==> src/rtl/pds_pkg.sv <==
package pds_pkg;

    typedef enum logic [3:0] {
        PS_IDLE,
        PS_SLEEP,
        PS_MEM,
        PS_RST_HOLD,
        PS_ISO,
        PS_RST_FREE,
        PS_CLK,
        PS_WAIT,
        PS_FIN
    } pds_state_e;

    // One strobe per kind of action applied to the control registers
    typedef struct packed {
        logic sleep;
        logic mem;
        logic rst_hold;
        logic iso;
        logic rst_free;
        logic clk;
        logic commit;
    } pds_act_t;

endpackage

==> src/rtl/pds_route.sv <==
module pds_route
    import pds_pkg::*;
(
    input  pds_state_e cur,
    input  logic       has_top,
    input  logic       has_rc,
    input  logic       last_bank,
    input  logic       dir_on,
    output pds_state_e nxt,
    output logic       bank_step
);

    always_comb begin
        nxt       = PS_FIN;
        bank_step = 1'b0;
        unique case (cur)
            PS_SLEEP: nxt = PS_MEM;
            PS_MEM: begin
                if (!last_bank) begin
                    nxt       = PS_MEM;
                    bank_step = 1'b1;
                end else if (dir_on) begin
                    nxt = has_rc ? PS_RST_HOLD : (has_top ? PS_ISO : PS_FIN);
                end else begin
                    nxt = has_top ? PS_ISO : (has_rc ? PS_CLK : PS_FIN);
                end
            end
            PS_RST_HOLD: nxt = has_top ? PS_ISO : PS_RST_FREE;
            PS_ISO: begin
                if (has_rc) nxt = dir_on ? PS_RST_FREE : PS_CLK;
                else        nxt = PS_FIN;
            end
            PS_RST_FREE: nxt = PS_CLK;
            PS_CLK:      nxt = PS_FIN;
            default:     nxt = PS_FIN;
        endcase
    end

endmodule

==> src/rtl/pds_wait_timer.sv <==
module pds_wait_timer #(
    parameter int WAIT_W = 8
) (
    input  logic              clk,
    input  logic              rst_n,
    input  logic              load,
    input  logic [WAIT_W-1:0] load_val,
    input  logic              run,
    output logic              expire
);

    logic [WAIT_W-1:0] cnt_q;

    always_ff @(posedge clk or negedge rst_n) begin
        if (!rst_n) begin
            cnt_q <= '0;
        end else if (load) begin
            cnt_q <= load_val;
        end else if (run && (cnt_q != '0)) begin
            cnt_q <= cnt_q - 1'b1;
        end
    end

    assign expire = (cnt_q == WAIT_W'(1));

endmodule

==> src/rtl/pds_ctrl_regs.sv <==
module pds_ctrl_regs
    import pds_pkg::*;
#(
    parameter int N_DOM              = 7,
    parameter int ID_W               = 3,
    parameter int CTRL_W             = 32,
    parameter int TB_W               = 5,
    parameter int BANK_W             = 2,
    parameter int N_BANK             = 26,
    parameter int BIDX_W             = 5,
    parameter int N_RST              = 11,
    parameter int N_CLK              = 2,
    parameter int DOM_TOP_BIT [N_DOM] = '{8, 16, 17, 18, 19, -1, -1}
) (
    input  logic                      clk,
    input  logic                      rst_n,
    input  pds_act_t                  act,
    input  logic                      set_val,
    input  logic [ID_W-1:0]           dom,
    input  logic [TB_W-1:0]           top_bit,
    input  logic [BIDX_W-1:0]         bank_idx,
    output logic [CTRL_W-1:0]         sleep_q,
    output logic [CTRL_W-1:0]         iso_q,
    output logic [N_BANK*BANK_W-1:0]  mem_q,
    output logic [N_RST-1:0]          rst_q,
    output logic [N_CLK-1:0]          clk_q,
    output logic [N_DOM-1:0]          off_q
);

    always_ff @(posedge clk or negedge rst_n) begin
        if (!rst_n) begin
            sleep_q <= '0;
            iso_q   <= '0;
            for (int d = 0; d < N_DOM; d++) begin
                if (DOM_TOP_BIT[d] >= 0) begin
                    sleep_q[DOM_TOP_BIT[d]] <= 1'b1;
                    iso_q[DOM_TOP_BIT[d]]   <= 1'b1;
                end
            end
        end else begin
            if (act.sleep) sleep_q[top_bit] <= set_val;
            if (act.iso)   iso_q[top_bit]   <= set_val;
        end
    end

    always_ff @(posedge clk or negedge rst_n) begin
        if (!rst_n) begin
            mem_q <= '1;
        end else if (act.mem) begin
            for (int b = 0; b < N_BANK; b++) begin
                if (bank_idx == BIDX_W'(b)) begin
                    mem_q[b*BANK_W +: BANK_W] <= {BANK_W{set_val}};
                end
            end
        end
    end

    always_ff @(posedge clk or negedge rst_n) begin
        if (!rst_n) begin
            rst_q <= '1;
            clk_q <= '0;
        end else begin
            if (act.rst_hold) rst_q <= '1;
            if (act.rst_free) rst_q <= '0;
            if (act.clk)      clk_q <= {N_CLK{~set_val}};
        end
    end

    always_ff @(posedge clk or negedge rst_n) begin
        if (!rst_n) begin
            off_q <= '1;
        end else if (act.commit) begin
            for (int d = 0; d < N_DOM; d++) begin
                if (dom == ID_W'(d)) off_q[d] <= set_val;
            end
        end
    end

endmodule

==> src/rtl/pds_seq_top.sv <==
module pds_seq_top
    import pds_pkg::*;
#(
    parameter int          N_DOM                = 7,
    parameter int          ID_W                 = 3,
    parameter int          CTRL_W               = 32,
    parameter int          BANK_W               = 2,
    parameter int          N_RST                = 11,
    parameter int          N_CLK                = 2,
    parameter int          WAIT_W               = 8,
    parameter int          DOM_TOP_BIT  [N_DOM] = '{8, 16, 17, 18, 19, -1, -1},
    parameter int          DOM_BANK_END [N_DOM] = '{8, 12, 13, 15, 19, 25, 26},
    parameter logic [N_DOM-1:0] DOM_OWNS_RC     = 7'b0000001,
    localparam int         N_BANK               = DOM_BANK_END[N_DOM-1],
    localparam int         MEM_W                = N_BANK * BANK_W
) (
    input  logic              clk,
    input  logic              rst_n,
    input  logic              req_valid,
    input  logic [ID_W-1:0]   req_dom,
    input  logic              req_on,
    input  logic [WAIT_W-1:0] wait_cycles,
    output logic              busy,
    output logic              done,
    output logic              reject,
    output logic [CTRL_W-1:0] sleep_word,
    output logic [CTRL_W-1:0] iso_word,
    output logic [MEM_W-1:0]  mem_pd,
    output logic [N_RST-1:0]  rst_bus,
    output logic [N_CLK-1:0]  clk_en,
    output logic [N_DOM-1:0]  dom_status
);

    localparam int TB_W   = $clog2(CTRL_W);
    localparam int BIDX_W = $clog2(N_BANK + 1);
    localparam logic [ID_W:0] DOM_LIMIT = (ID_W + 1)'(N_DOM);

    pds_state_e        state_q, ret_q, nxt_step;
    logic [ID_W-1:0]   dom_q;
    logic              on_q;
    logic [BIDX_W-1:0] bank_q;
    logic [WAIT_W-1:0] wait_q;
    logic              reject_q;

    logic              cur_top, cur_rc;
    logic [TB_W-1:0]   cur_tbit;
    logic [BIDX_W-1:0] cur_last;
    logic              req_top, req_off;
    logic [BIDX_W-1:0] req_first;
    logic              req_in_range, req_match;
    logic              bank_step, tmr_expire, is_step;
    pds_act_t          act;
    logic [N_DOM-1:0]  off_q;

    // Per-domain table lookups for the running and the requested domain
    always_comb begin
        int base;
        base      = 0;
        cur_top   = 1'b0;
        cur_rc    = 1'b0;
        cur_tbit  = '0;
        cur_last  = '0;
        req_top   = 1'b0;
        req_off   = 1'b0;
        req_first = '0;
        for (int d = 0; d < N_DOM; d++) begin
            if (dom_q == ID_W'(d)) begin
                cur_top  = (DOM_TOP_BIT[d] >= 0);
                cur_rc   = DOM_OWNS_RC[d];
                cur_tbit = TB_W'(DOM_TOP_BIT[d]);
                cur_last = BIDX_W'(DOM_BANK_END[d] - 1);
            end
            if (req_dom == ID_W'(d)) begin
                req_top   = (DOM_TOP_BIT[d] >= 0);
                req_off   = off_q[d];
                req_first = BIDX_W'(base);
            end
            base = DOM_BANK_END[d];
        end
    end

    assign req_in_range = ({1'b0, req_dom} < DOM_LIMIT);
    assign req_match    = (req_off == ~req_on);

    pds_route u_route (
        .cur       (state_q),
        .has_top   (cur_top),
        .has_rc    (cur_rc),
        .last_bank (bank_q == cur_last),
        .dir_on    (on_q),
        .nxt       (nxt_step),
        .bank_step (bank_step)
    );

    pds_wait_timer #(.WAIT_W(WAIT_W)) u_timer (
        .clk      (clk),
        .rst_n    (rst_n),
        .load     (is_step && (wait_q != '0)),
        .load_val (wait_q),
        .run      (state_q == PS_WAIT),
        .expire   (tmr_expire)
    );

    // State register
    always_ff @(posedge clk or negedge rst_n) begin
        if (!rst_n) begin
            state_q  <= PS_IDLE;
            ret_q    <= PS_IDLE;
            dom_q    <= '0;
            on_q     <= 1'b0;
            bank_q   <= '0;
            wait_q   <= '0;
            reject_q <= 1'b0;
        end else begin
            reject_q <= 1'b0;
            unique case (state_q)
                PS_IDLE: begin
                    if (req_valid) begin
                        if (!req_in_range) begin
                            reject_q <= 1'b1;
                        end else begin
                            dom_q  <= req_dom;
                            on_q   <= req_on;
                            bank_q <= req_first;
                            wait_q <= wait_cycles;
                            if (req_match)    state_q <= PS_FIN;
                            else if (req_top) state_q <= PS_SLEEP;
                            else              state_q <= PS_MEM;
                        end
                    end
                end
                PS_WAIT: begin
                    if (tmr_expire) state_q <= ret_q;
                end
                PS_FIN: state_q <= PS_IDLE;
                default: begin
                    if (bank_step) bank_q <= bank_q + 1'b1;
                    if (wait_q != '0) begin
                        state_q <= PS_WAIT;
                        ret_q   <= nxt_step;
                    end else begin
                        state_q <= nxt_step;
                    end
                end
            endcase
        end
    end

    // Output decode
    always_comb begin
        act     = '0;
        is_step = 1'b0;
        busy    = (state_q != PS_IDLE);
        done    = (state_q == PS_FIN);
        unique case (state_q)
            PS_SLEEP:    begin act.sleep    = 1'b1; is_step = 1'b1; end
            PS_MEM:      begin act.mem      = 1'b1; is_step = 1'b1; end
            PS_RST_HOLD: begin act.rst_hold = 1'b1; is_step = 1'b1; end
            PS_ISO:      begin act.iso      = 1'b1; is_step = 1'b1; end
            PS_RST_FREE: begin act.rst_free = 1'b1; is_step = 1'b1; end
            PS_CLK:      begin act.clk      = 1'b1; is_step = 1'b1; end
            PS_FIN:      act.commit = 1'b1;
            default:     ;
        endcase
    end

    assign reject = reject_q;

    pds_ctrl_regs #(
        .N_DOM       (N_DOM),
        .ID_W        (ID_W),
        .CTRL_W      (CTRL_W),
        .TB_W        (TB_W),
        .BANK_W      (BANK_W),
        .N_BANK      (N_BANK),
        .BIDX_W      (BIDX_W),
        .N_RST       (N_RST),
        .N_CLK       (N_CLK),
        .DOM_TOP_BIT (DOM_TOP_BIT)
    ) u_regs (
        .clk      (clk),
        .rst_n    (rst_n),
        .act      (act),
        .set_val  (~on_q),
        .dom      (dom_q),
        .top_bit  (cur_tbit),
        .bank_idx (bank_q),
        .sleep_q  (sleep_word),
        .iso_q    (iso_word),
        .mem_q    (mem_pd),
        .rst_q    (rst_bus),
        .clk_q    (clk_en),
        .off_q    (off_q)
    );

    for (genvar d = 0; d < N_DOM; d++) begin : g_status
        if (DOM_TOP_BIT[d] >= 0) begin : g_top
            assign dom_status[d] = sleep_word[DOM_TOP_BIT[d]];
        end else begin : g_memonly
            assign dom_status[d] = off_q[d];
        end
    end

endmodule

==> config.mk <==
export PLATFORM = sky130hd
export DESIGN_NAME = pds_seq_top
export DESIGN_NICKNAME = d
export VERILOG_FILES = /design/src/rtl/pds_pkg.sv /design/src/rtl/pds_route.sv /design/src/rtl/pds_wait_timer.sv /design/src/rtl/pds_ctrl_regs.sv /design/src/rtl/pds_seq_top.sv
export SDC_FILE = /design/constraint.sdc
export NUM_CORES = 1
export LEC_CHECK = 0
export ABC_AREA = 1
export BUFFER_PORTS_ARGS = -buffer_cell sky130_fd_sc_hd__clkbuf_2
export CAP_MARGIN = 0
export CORE_MARGIN = 5
export CORE_UTILIZATION = 48
export DETAILED_ROUTE_END_ITERATION = 10
export PLACE_DENSITY = 0.76
export SETUP_SLACK_MARGIN = 0.05
export SYNTH_ARGS = -nofsm -noshare
export SYNTH_HDL_FRONTEND = slang
export SYNTH_SLANG_ARGS = --single-unit
==> constraint.sdc <==
create_clock -name clk -period 1.5 [get_ports clk]
set_input_delay 0.45 -clock clk [delete_from_list [all_inputs] [get_ports clk]]
set_output_delay 0.45 -clock clk [all_outputs]
set_load 0.02 [all_outputs]
## Yosys cells after proc, flatten, opt, wreduce, memory -nomap -nowiden

Cells that the tools add are included.

- Add/subtract/negate cells: 2
- Magnitude comparators: 3
- Equality and inequality tests: 51
- Multiplexer cells: 89
- Bitwise operators: 4
- Reductions and logical operators: 53

Operator list:

| kind | number |
|---|---|
| two-way mux 5 bit | 20 |
| AND reduction 2 bit | 34 |
| bitwise mux 32 bit | 2 |
| two-way mux 4 bit | 14 |
| equality test 5 bit, second input constant | 10 |
| two-way mux 1 bit | 42 |
| equality test 5 x 4 -> 1 bit, second input constant | 8 |
| two-way mux 11 bit | 2 |
| equality test 5 x 3 -> 1 bit, second input constant | 4 |
| case mux 4 bit (5 select lines) | 1 |
| equality test 3 bit, second input constant | 6 |
| equality test 4 x 3 -> 1 bit, second input constant | 4 |
| two-way mux 8 bit | 2 |
| nonzero test 8 bit | 2 |
| equality test 3 x 2 -> 1 bit, second input constant | 4 |
| case mux 4 bit (3 select lines) | 1 |
| equality test 5 x 2 -> 1 bit, second input constant | 2 |
| case mux 5 bit (2 select lines) | 1 |
| equality test 4 x 2 -> 1 bit, second input constant | 2 |
| equality test 8 x 1 -> 1 bit, second input constant | 1 |
| subtractor 8 x 1 -> 8 bit, second input constant | 1 |
| equality test 3 x 1 -> 1 bit, second input constant | 2 |
| zero test 3 bit | 2 |
| less-than comparator 5 x 6 -> 1 bit, second input constant | 1 |
| other kinds (23) | 34 |

- Flip-flop bits (word level): 143
- Bits of input ports: 15

## Depth between registers and ports, before layout

- Word-level depth: 15
- Mapped depth: 12
- Depth with buffers taken out: 12

## Hierarchy

From an unflattened synthesis, not the netlist that was laid out.

- Cell total of the unflattened synthesis: 990
- Area total of the unflattened synthesis: 7523.5 µm²

Modules (own cells, without submodules):

| module | times used | cells an instance | area each (µm²) |
|---|---|---|---|
| pds_ctrl_regs | 1 | 620 | 4947.2 |
| pds_seq_top | 1 | 238 | 1736.7 |
| pds_wait_timer | 1 | 90 | 633.1 |
| pds_route | 1 | 42 | 206.4 |

## Worst setup path before layout

No wires, ideal clock.

- Kind: flip-flop to output port
- Start: register state_q[0]
- End: output done
- Arrival: 1.095 ns
- Data required time: 1.050 ns
- Setup slack: -0.045 ns
- Cell stages (with the launch flop): 7
- Path buffers: 1
- Path through: dfrtp_1 > inv_1 > nand2_2 > nor2_1 > inv_1 > nor2_2 > buf_2

- Word-level cells in the longest chain between the ends: 1

Ends and longest elaborated chain:

| what | RTL line | RTL |
|---|---|---|
| from (decl) | pds_seq_top.sv:38 | `pds_state_e state_q, ret_q, nxt_step;` |
| from (signal assigned) | pds_seq_top.sv:133 | `if (tmr_expire) state_q <= ret_q;` |
| from (signal assigned) | pds_seq_top.sv:142 | `state_q <= nxt_step;` |
| equality test 4 bit | pds_seq_top.sv:154 | `done = (state_q == PS_FIN);` |
| to (decl) | pds_seq_top.sv:24 | `output logic done,` |

Every way passes these cells.

## Final worst setup path

- Start: register state_q[1]
- End: output busy

- Word-level cells in the longest chain between the ends: 1

Ends and longest elaborated chain:

| what | RTL line | RTL |
|---|---|---|
| nonzero test 4 bit | pds_seq_top.sv:153 | `busy = (state_q != PS_IDLE);` |
| to (decl) | pds_seq_top.sv:23 | `output logic busy,` |

Every way passes these cells.

==> metrics.txt <==
WP data required=1.05 ns; Design Area, Final=9660 µm²; final std cells w/o fill=1056; Final HPWL DP=10300 µm; Max Clock Skew=0.0134 ns; Via density=5.18; # fillers=731; Tcrit/Tclk final=127%; sw power=1.94 mW; final net count=894; initial antenna violation count=0; share of cells above drive strength 1=56.1%; syn nets=707; Slew headroom=65.1%; VDD IR max=889 µV; IO Pins=154; setup TNS=-11.77 ns; WL/cell=18.0 µm; violated checks=setup timing; vias in the first global route=5319; RSZ-0062 raised after global routing=yes; Clock Tree Root=clkbuf_16; biggest cell delay along the critical path=0.41 ns; CTS sink cnt=133; crit end category=output pin; Die W=123 µm; placed cell area=7110 µm²; Final Power=8.11 mW; Power Dens Cells=839 nW/µm²; clock share of power=49.6%; Seq/Total Area, Yosys=55.3%; Worst Hold Class=primary input to flop; port bufs=153; post-placement cell count=971; switching part of the total=23.9%; Ys Warns=0; placer congestion estimate=0.871; max-slew violations=0; count of mapped cells out of synthesis=684; Antenna diodes=0; CTS tree=built; DRC viols=0; Comb pwr share=5.4%; Setup violations, final=127; DRT Wirelength=19000 µm; Clk Latency, worst-skew pair=0.42 ns; CP arrival=1.46 ns; DR vias=5473; outcome=finished, violations left; cell row count=41; H-tree levels=4; area leader, netlist=dfrtp_1; first-pass GRT wire length=26200 µm; MaxCap Viol Count=0; critical path class=flop to output pin; DRT Pass-1 Iters=7; Initial Util=48.7%; Worst Setup Slack, final=-0.412 ns; Cell Area, Synth=6120 µm²; startpoint types=flop; share of the synthesized area in the top cell type=36.4%; P_int=6.17 mW; Die Area=15100 µm²; 1st-iter DRT viols=463; fmax=523 MHz; Worst Max-Slew Pin Slew=0.524 ns; Post-synth EDFFs=0; Seq cells post-synth=133; area grow syn2layout=57.8%; Reg power frac=45.0%; Post-DRT Antenna Nets=0; Static Leak=4.59 nW; GRT Util Overall=22.4%; Slowest-stage cell, CP=dfrtp_1; Die H=123 µm; largest net degree at the start of global routing=53; Post-Place Setup Slack=-0.110 ns; highest net fanout along the worst path=3; cts bufs inserted=17; Reg clk slew, reported paths=0.06 ns; cells taking the most area after synthesis=dfrtp_1 (36%), dfstp_2 (19%), nand2_1 (7.3%), buf_4 (5.5%), nor2_1 (4.1%); GRT overflow=0; Distinct cells, synth=35; Tmin final=1.91 ns; post-synthesis async set-or-reset flop share=100%; ys flop type=dfrtp_1; core area=12600 µm²; critical path cell sequence=inv_2 > nand2_4 > buf_12 > nor2_4 > inv_4 > buf_8; syn_area_per_cell=8.95 µm²; Final Hold Violating Endpoints=0; clock tree buffer depth=2
[timing repair]
action | in CTS | in global routing
gates resized for setup | 221 | 284
pin swaps | 11 | 22
setup buffers | 25 | 27
endpoints found under the hold margin | 7 | 0
gates cloned | 1 | 2
hold buffers | 1 | 0
endpoints found under the setup margin | 128 | 178
[cells by family (layout without fill, tap and decap cells)]
kind of cell	count (synthesis)	count (layout)	share of synthesized area, %
buffers and inverters	170	369	13.4
AO/OA/AOI/OAI	128	128	12.2
adder cells (fa/ha/maj)	8	8	1.63
AND/OR/NAND/NOR	240	241	16.8
flip-flops	133	133	55.3
XOR/XNOR	5	5	0.715
[cell usage after synthesis, drive strengths merged, types with 2 or more instances]
cell,instances
dfrtp,89
xnor2,2
o211ai,2
o221ai,3
inv,59
nand3,28
nand4,6
o21ai,38
o22ai,2
o31ai,2
nand2,124
a31oi,32
nor3,4
a21oi,46
buf,56
dfstp,44
nor2,76
clkbuf,55
xor2,3
ha,8
[layer usage]
layer  vias to the layer above  wire length (µm)  global-route usage, %
met2                       281              9680                   37.1
met3                        64              1590                   7.27
met5                         -                 0                      0
met1                      2587              7060                   27.0
li1                       2541                 -                      -
met4                         0               700                   9.52
[critical path, delay by kind of cell, from the launching register on]
family / cells / cell delay (ns)
buf+inv: 4 / 0.43
simple gates: 2 / 0.20
flops: 1 / 0.41
[path summary, 6_finish.rpt]
path                                        startpoint                           end  slack (ns)  cells after the start
setup / recovery                state_q[1]$_DFFE_PN0P_                          busy       -0.41                      6
hold / removal                          wait_cycles[3]         wait_q[3]$_DFFE_PN0P_        0.23                      3
setup reg to reg                state_q[1]$_DFFE_PN0P_         wait_q[1]$_DFFE_PN0P_       -0.17                     11
hold reg to reg            u_regs.iso_q[2]$_DFFE_PN0P_   u_regs.iso_q[2]$_DFFE_PN0P_        0.37                      0
max in group asynchronous                        rst_n   u_regs.off_q[2]$_DFFE_PN1P_        0.47                      3
min in group asynchronous                        rst_n  u_regs.iso_q[27]$_DFFE_PN0P_        0.44                      2
[cells in the final DEF, fill, tap and decap left out, types with 25 or more instances in the layout]
master	instances
nor2_4	25
buf_8	79
inv_1	34
nand2_1	94
buf_6	46
dfstp_2	44
buf_4	96
a21oi_1	30
clkbuf_2	44
dfrtp_1	83
a31oi_1	31
nor2_1	37
[registers in the layout, indices dropped and copies added (netlist names)]
name and cells:
u_regs.sleep_q 32, u_timer.cnt_q 8, ret_q 4, u_regs.rst_q 1, u_regs.iso_q 32, on_q 1, state_q 4, wait_q 8
u_regs.off_q 7, u_regs.mem_q 26, bank_q 5, reject 1, dom_q 3, u_regs.clk_q 1
[final cells by class]
cell class,instances,area [µm²],area share [%]
clock buffers,20,457,4.73
well taps,172,215,2.23
flip-flops and latches,133,3390,35.1
multi-input cells,382,2400,24.9
repair buffers,278,2850,29.5
clock inverters,12,120,1.24
inverters,59,231,2.40
[through the flow]
| stage | util (%) | hold slack (ns) |
|---|---|---|
| after global routing | 76.9 | 0.213 |
| after global placement | 56.6 | 0.313 |
| after detailed placement | 56.6 | 0.317 |
| after floorplan | - | 0.154 |
| after CTS | 69.8 | 0.214 |
| final | 76.9 | 0.234 |
[power groups by stage]
stage | registers, mW | logic, mW | clock network (mW)
5_1_grt | 3.65 | 0.479 | 4.25
6_report | 3.65 | 0.436 | 4.02
3_5_place_dp | 3.70 | 0.369 | 0
4_1_cts | 3.64 | 0.396 | 4.06
3_3_place_gp | 3.70 | 0.367 | 0
2_1_floorplan | 3.69 | 0.167 | 0
Power figures use the tool's default switching activity.
